**src/rtl/vgaw_pkg.sv**
```systemverilog
// Shared widths, register codes and types for the planar write path.
// Assumes four planes of byte-wide storage.
package vgaw_pkg;
    localparam int PLANES  = 4;
    localparam int BYTE_W  = 8;
    localparam int ROT_W   = $clog2(BYTE_W);
    localparam int PSEL_W  = $clog2(PLANES);
    localparam int RSEL_W  = 3;

    typedef enum logic [1:0] {
        WM_ROTATE  = 2'd0,
        WM_LATCH   = 2'd1,
        WM_COLOUR  = 2'd2,
        WM_SETMASK = 2'd3
    } wmode_e;

    localparam logic [RSEL_W-1:0] SEL_MODE  = 3'd0;
    localparam logic [RSEL_W-1:0] SEL_ROT   = 3'd1;
    localparam logic [RSEL_W-1:0] SEL_FILL  = 3'd2;
    localparam logic [RSEL_W-1:0] SEL_OVR   = 3'd3;
    localparam logic [RSEL_W-1:0] SEL_BMASK = 3'd4;
    localparam logic [RSEL_W-1:0] SEL_PWE   = 3'd5;
    localparam logic [RSEL_W-1:0] SEL_RDPL  = 3'd6;

    typedef struct packed {
        wmode_e              mode;
        logic [ROT_W-1:0]    rot;
        logic [PLANES-1:0]   fill;
        logic [PLANES-1:0]   ovr;
        logic [BYTE_W-1:0]   bmask;
        logic [PLANES-1:0]   pwe;
        logic [PSEL_W-1:0]   rdpl;
    } cfg_t;
endpackage

```
**src/rtl/vgaw_cfg_regs.sv**
```systemverilog
// Register file holding the write-path settings.
// Assumes one register write per cycle; unknown selects are ignored.
module vgaw_cfg_regs
    import vgaw_pkg::*;
(
    input  logic                clk,
    input  logic                rst_n,
    input  logic                reg_wr,
    input  logic [RSEL_W-1:0]   reg_sel,
    input  logic [BYTE_W-1:0]   reg_wdata,
    output cfg_t                cfg
);
    // Purpose: load the selected field, reset to documented defaults.
    always_ff @(posedge clk) begin
        if (!rst_n) begin
            cfg.mode  <= WM_ROTATE;
            cfg.rot   <= '0;
            cfg.fill  <= '0;
            cfg.ovr   <= '0;
            cfg.bmask <= '1;
            cfg.pwe   <= '1;
            cfg.rdpl  <= '0;
        end else if (reg_wr) begin
            case (reg_sel)
                SEL_MODE:  cfg.mode  <= wmode_e'(reg_wdata[1:0]);
                SEL_ROT:   cfg.rot   <= reg_wdata[ROT_W-1:0];
                SEL_FILL:  cfg.fill  <= reg_wdata[PLANES-1:0];
                SEL_OVR:   cfg.ovr   <= reg_wdata[PLANES-1:0];
                SEL_BMASK: cfg.bmask <= reg_wdata;
                SEL_PWE:   cfg.pwe   <= reg_wdata[PLANES-1:0];
                SEL_RDPL:  cfg.rdpl  <= reg_wdata[PSEL_W-1:0];
                default:   ;
            endcase
        end
    end

    // settings hold without a register write
    assert_cfg_hold_R9: assert property (@(posedge clk) disable iff (!rst_n)
        !reg_wr |=> $stable(cfg));
    // select 7 touches nothing
    assert_sel7_ignored_R9: assert property (@(posedge clk) disable iff (!rst_n)
        (reg_wr && reg_sel == 3'd7) |=> $stable(cfg));
endmodule

```
**src/rtl/vgaw_lane_former.sv**
```systemverilog
// Builds the byte one plane receives on a processor write.
// Purely combinational; PLANE picks which colour/data bit belongs here.
module vgaw_lane_former
    import vgaw_pkg::*;
#(
    parameter int PLANE = 0
) (
    input  wmode_e              mode,
    input  logic [ROT_W-1:0]    rot,
    input  logic                fill_bit,
    input  logic                ovr_bit,
    input  logic [BYTE_W-1:0]   bmask,
    input  logic [BYTE_W-1:0]   cpu_data,
    input  logic [BYTE_W-1:0]   latch,
    output logic [BYTE_W-1:0]   lane_byte
);
    logic [2*BYTE_W-1:0] dbl;
    logic [BYTE_W-1:0]   rotated;
    logic [BYTE_W-1:0]   fill_byte;
    logic [BYTE_W-1:0]   colour_byte;
    logic [BYTE_W-1:0]   eff_mask;

    // Purpose: right rotate and replicated constants.
    always_comb begin
        dbl         = {cpu_data, cpu_data} >> rot;
        rotated     = dbl[BYTE_W-1:0];
        fill_byte   = {BYTE_W{fill_bit}};
        colour_byte = {BYTE_W{cpu_data[PLANE]}};
        eff_mask    = cpu_data & bmask;
    end

    // Purpose: pick the plane byte by write mode.
    always_comb begin
        unique case (mode)
            WM_ROTATE:  lane_byte = ovr_bit ? fill_byte : rotated;
            WM_LATCH:   lane_byte = latch;
            WM_COLOUR:  lane_byte = (bmask & colour_byte) | (~bmask & latch);
            WM_SETMASK: lane_byte = (eff_mask & fill_byte) | (~eff_mask & latch);
            default:    lane_byte = latch;
        endcase
    end
endmodule

```
**src/rtl/vgaw_plane_mem.sv**
```systemverilog
// One plane of byte storage: synchronous write, combinational read.
// Contents are not reset; software writes before it reads.
module vgaw_plane_mem
    import vgaw_pkg::*;
#(
    parameter int ADDR_W = 6
) (
    input  logic                clk,
    input  logic                rst_n,
    input  logic                we,
    input  logic [ADDR_W-1:0]   addr,
    input  logic [BYTE_W-1:0]   wdata,
    output logic [BYTE_W-1:0]   rdata
);
    localparam int DEPTH = 1 << ADDR_W;
    logic [BYTE_W-1:0] mem_q [DEPTH];

    // Purpose: store the plane byte on an enabled write.
    always_ff @(posedge clk) begin
        if (we) mem_q[addr] <= wdata;
    end

    assign rdata = mem_q[addr];

    // an enabled write lands at the addressed byte
    assert_plane_store_R7: assert property (@(posedge clk) disable iff (!rst_n)
        we |=> (addr != $past(addr) || rdata == $past(wdata)));
endmodule

```
**src/rtl/vgaw_write_path.sv**
```systemverilog
// Top of the four-plane write path: registers, per-plane formers,
// plane memories and read latches. Read and write in one cycle see
// the memory contents from before that edge.
module vgaw_write_path
    import vgaw_pkg::*;
#(
    parameter int ADDR_W = 6
) (
    input  logic                clk,
    input  logic                rst_n,
    input  logic [ADDR_W-1:0]   cpu_addr,
    input  logic [7:0]          cpu_wdata,
    input  logic                cpu_wr,
    input  logic                cpu_rd,
    output logic [7:0]          cpu_rdata,
    input  logic                reg_wr,
    input  logic [2:0]          reg_sel,
    input  logic [7:0]          reg_wdata
);
    cfg_t              cfg;
    logic [BYTE_W-1:0] latch_q  [PLANES];
    logic [BYTE_W-1:0] lane_b   [PLANES];
    logic [BYTE_W-1:0] plane_rd [PLANES];

    vgaw_cfg_regs i_cfg (
        .clk       (clk),
        .rst_n     (rst_n),
        .reg_wr    (reg_wr),
        .reg_sel   (reg_sel),
        .reg_wdata (reg_wdata),
        .cfg       (cfg)
    );

    for (genvar p = 0; p < PLANES; p++) begin : g_plane
        vgaw_lane_former #(.PLANE(p)) i_former (
            .mode      (cfg.mode),
            .rot       (cfg.rot),
            .fill_bit  (cfg.fill[p]),
            .ovr_bit   (cfg.ovr[p]),
            .bmask     (cfg.bmask),
            .cpu_data  (cpu_wdata),
            .latch     (latch_q[p]),
            .lane_byte (lane_b[p])
        );

        vgaw_plane_mem #(.ADDR_W(ADDR_W)) i_mem (
            .clk   (clk),
            .rst_n (rst_n),
            .we    (cpu_wr & cfg.pwe[p]),
            .addr  (cpu_addr),
            .wdata (lane_b[p]),
            .rdata (plane_rd[p])
        );

        // Purpose: capture this plane's addressed byte on a read strobe.
        always_ff @(posedge clk) begin
            if (!rst_n)      latch_q[p] <= '0;
            else if (cpu_rd) latch_q[p] <= plane_rd[p];
        end

        // rotation keeps the number of set bits
        assert_rotate_popcount_R2: assert property (@(posedge clk) disable iff (!rst_n)
            (cfg.mode == WM_ROTATE && !cfg.ovr[p]) |->
                $countones(lane_b[p]) == $countones(cpu_wdata));
        // an overridden plane gets a solid byte
        assert_override_solid_R3: assert property (@(posedge clk) disable iff (!rst_n)
            (cfg.mode == WM_ROTATE && cfg.ovr[p]) |->
                ($countones(lane_b[p]) == 0 || $countones(lane_b[p]) == BYTE_W));
        // latch copy mode
        assert_latch_copy_R4: assert property (@(posedge clk) disable iff (!rst_n)
            (cfg.mode == WM_LATCH) |-> lane_b[p] == latch_q[p]);
        // unmasked bits come from the latch
        assert_colour_keep_R5: assert property (@(posedge clk) disable iff (!rst_n)
            (cfg.mode == WM_COLOUR) |-> ((lane_b[p] ^ latch_q[p]) & ~cfg.bmask) == '0);
        // bits outside data AND mask come from the latch
        assert_setmask_keep_R6: assert property (@(posedge clk) disable iff (!rst_n)
            (cfg.mode == WM_SETMASK) |->
                ((lane_b[p] ^ latch_q[p]) & ~(cpu_wdata & cfg.bmask)) == '0);
        // disabled plane keeps its byte
        assert_plane_masked_R7: assert property (@(posedge clk) disable iff (!rst_n)
            (cpu_wr && !cfg.pwe[p]) |=>
                (cpu_addr != $past(cpu_addr) || plane_rd[p] == $past(plane_rd[p])));
        // latch loads the addressed byte after a read
        assert_latch_load_R8: assert property (@(posedge clk) disable iff (!rst_n)
            cpu_rd |=> latch_q[p] == $past(plane_rd[p]));
        // latch holds without a read
        assert_latch_hold_R8: assert property (@(posedge clk) disable iff (!rst_n)
            !cpu_rd |=> $stable(latch_q[p]));
    end

    assign cpu_rdata = latch_q[cfg.rdpl];
endmodule

```
**config.mk**
```make
export PLATFORM = sky130hd
export DESIGN_NAME = vgaw_write_path
export DESIGN_NICKNAME = d
export VERILOG_FILES = /design/src/rtl/vgaw_pkg.sv /design/src/rtl/vgaw_cfg_regs.sv /design/src/rtl/vgaw_lane_former.sv /design/src/rtl/vgaw_plane_mem.sv /design/src/rtl/vgaw_write_path.sv
export SDC_FILE = /design/constraint.sdc
export NUM_CORES = 2
export LEC_CHECK = 0
export BUFFER_PORTS_ARGS = -buffer_cell sky130_fd_sc_hd__clkbuf_2
export CORE_UTILIZATION = 60
export DETAILED_ROUTE_END_ITERATION = 12
export PLACE_DENSITY = 0.86
export SYNTH_ARGS = -nofsm -noshare
export SYNTH_HDL_FRONTEND = slang
export SYNTH_SLANG_ARGS = --single-unit
```
**constraint.sdc**
```tcl
create_clock -name clk -period 8.5 [get_ports clk]
set_input_delay 1.7 -clock clk [delete_from_list [all_inputs] [get_ports clk]]
set_output_delay 1.7 -clock clk [all_outputs]
set_load 0.02 [all_outputs]
```
==> flow_summary.yaml <==
sta:
  fmax_ghz: 0.191
  grt_setup_unrepaired: "false"
  relSlewSlack_pct: 0.180
  setup_viol: 0
  skew_ns: 0.0393
  finalWorstSetupSlack_ns: 3.26
  worstMarginPinSlew_ns: 1.46
  hold_viol: 0
  maxSlewViolCount: 0
  setup_tns_ns: 0
  finalCriticalPeriod_ns: 5.24
  finalCritPeriodShare_pct: 61.7
worst_hold_path:
  min_from: "i_cfg.cfg[0]"
  hold_depth: 2
  hold-path-endpoint: "i_cfg.cfg[0]"
  min_path_type: "register to register"
logic_synthesis:
  synth_seq_cells: 2109
  synthArstFlopShare_pct: 0
  synth_cells: 5117
  synth_edf_count: 2080
  ys_warn_count: 0
  synth_cell_types: 65
  synth_fp_nets: 5147
  avgSynthCellArea_um2: 16.5
  syn_area_um2: 84400
  ys.flop_type: "edfxtp_1"
  synth-seq-area-share_pct: 74.7
drt:
  firstDrtPassIters: 8
  num_vias: 53700
  wire_per_inst_um: 34.8
  drtAntennaViolNets: 0
  drc_errors: 0
  wl_um: 246000
  vias_per_cell: 7.60
  drtIter0Drc: 10000
worst_setup_path:
  path_max_fanout: 133
  crit_chain: "buf_8, buf_12, buf_4, and2_1, buf_4, a22oi_1, a311oi_1, nor4_1, a31oi_1"
  crit_type: "input pin to register"
  crit_arrival_ns: 5.83
  r2r_slack_ns: 5.15
  reg2reg_to: "g_plane[1].i_mem.mem_q[21][1]"
  cpMostUsedCell: "buf_4"
  crit_slowest_cell: "a311oi_1"
  setup.worst_path.start: "cpu_addr[1]"
  start_kind: "input pin"
  worstRegToRegCells: 4
  end_kind: "register"
  cp.required_ns: 9.09
  critical_path.max_stage_delay_ns: 0.77
  reg2reg_from: "i_cfg.cfg[22]"
clocking:
  htree_levels: 4
  cts_buffers: 191
  cts_buffer_depth: 3
  tritoncts: "done"
  cts_resized: 0
  cts_sinks: 2109
  post_cts_buffers: 0
  cts.root.buffer_cell: "clkbuf_16"
  clk_latency_ns: 0.85
  path_clk_slew_ns: 0.07
  postCtsHoldBufs: 0
die:
  die_w_um: 377
  die_area_um2: 142000
  start_util_pct: 60.5
  die_h_um: 377
  io_pins: 38
  core-area_um2: 140000
  rows: 137
grt:
  antenna_found_initial: 17
  grt_pass1_vias: 52300
  grt_overflow: 0
  grt_max_degree: 134
  grt_pass1_wl_um: 353000
  grt_use_total_pct: 34.3
power_and_ir_drop:
  power_report.internal_total_mw: 17.2
  p_leak_nw: 28.7
  powerDensity_nw_per_um2: 239
  combPwrFrac_pct: 7.0
  p_sw_share_pct: 22.9
  clockPowerShare_pct: 40.1
  switchingPower_mw: 5.09
  ir_worst_vdd_mv: 0.269
  power_frac_seq_pct: 52.9
cells_and_area:
  area_growth_pct: 10.1
  final_cell_mix: "edfxtp_1 (2,080), a221oi_1 (320), nor2_1 (296)"
  nNetsFinal: 5056
  layout_commonest_cell: "edfxtp_1"
  drive_above_1_share_pct: 14.2
  fillers: 8302
status:
  violations: "capacitance limit"
  status: "finished, violations left"
placed_design:
  dp.final_hpwl_um: 137000
  gp_congestion: 0.934
  io_buffers: 37
  pre_cts_ws_ns: 2.79
run:
  maxCapViolations: 1
## registers in the layout (all words and copies together), names as in the netlist, named ones only
name / count
g_plane.i_mem.mem_q: 2048
i_cfg.cfg: 27
latch_q: 32
## cells by family (layout without fill, tap and decap cells)
logic type | Yosys count | in the layout | share of synthesized area [%]
muxes | 356 | 356 | 5.48
and+or+nand+nor | 931 | 931 | 6.01
other | 0 | 11 | 0
buffers and inverters | 452 | 517 | 2.62
AOI/OAI and AO/OA | 1269 | 1269 | 11.2
DFF | 2109 | 2109 | 74.7
## worst max path at each step
stage | end | depth (start not counted)
floorplan | g_plane[0].i_mem.mem_q[0][4] | 5
global placement | latch_q[2][4] | 8
detailed placement | latch_q[2][0] | 8
CTS | latch_q[2][0] | 8
global route | latch_q[3][4] | 9
finish | latch_q[3][4] | 9
## power groups by stage
stage               Sequential [mW]  Combinational [mW]  Clock [mW]
floorplan                      12.0               0.845           0
global placement               12.0                1.39           0
detailed placement             12.0                1.45           0
CTS                            11.8                1.47        8.87
global route                   11.8                1.56        9.26
finish                         11.8                1.55        8.93
## worst max-delay path: cells and delay by family
kind            cells  cell delay (ns)
compound gates      3             1.40
buf+inv             4             1.88
simple gates        2             0.54
## layout make-up
class	count	area (um2)	share of cell area (%)
Multi-Input combinational cell	2556	19800	21.3
Antenna cell	11	27.5	0.0296
Sequential cell	2109	63000	67.8
Tap cell	1876	2350	2.53
Timing Repair Buffer	161	1260	1.35
Inverter	7	38.8	0.0417
Clock inverter	118	1390	1.50
Clock buffer	231	5010	5.39
## through the flow
step                      power [mW]  cell area (um2)  cells  hold WS (ns)  utilization (%)
final                           22.2            92900   7069         0.561             66.6
after floorplan                 12.8            84400   5117         0.456                -
after global routing            22.6            92900   7062         0.569             66.6
after detailed placement        13.4            86500   6703         0.514             62.0
after CTS                       22.1            92900   7052         0.548             66.6
after global placement          13.4            86500   6703         0.492             62.0
## metal layers
metal	global-route usage (%)	vias up	part of all wire (%)
met5	0	-	0.050
met4	20.9	14	7.3
met3	12.9	1220	17
met2	51.0	5698	44
met1	42.9	25900	31
li1	-	20800	-
## cell usage after synthesis (all sizes together) (17+ instances only)
cell | instances | area share [%]
a2111oi | 25 | 0.27
a21oi | 178 | 1.1
a221oi | 348 | 3.6
a22oi | 261 | 2.3
a31oi | 44 | 0.33
and3 | 18 | 0.13
buf | 268 | 1.8
clkbuf | 177 | 0.79
dfxtp | 29 | 0.69
edfxtp | 2080 | 74
mux2 | 70 | 0.93
mux2i | 208 | 2.5
mux4 | 78 | 2.1
nand2 | 117 | 0.52
nand2b | 37 | 0.27
nand3 | 106 | 0.63
nand3b | 136 | 1.2
nor2 | 300 | 1.3
nor2b | 24 | 0.19
nor3 | 45 | 0.27
nor3b | 17 | 0.16
o21a | 28 | 0.25
o21ai | 58 | 0.34
o221ai | 42 | 0.44
o22ai | 135 | 1.0
o31a | 27 | 0.28
or3b | 88 | 0.91
No activity file was read; power rests on OpenSTA's default activity.
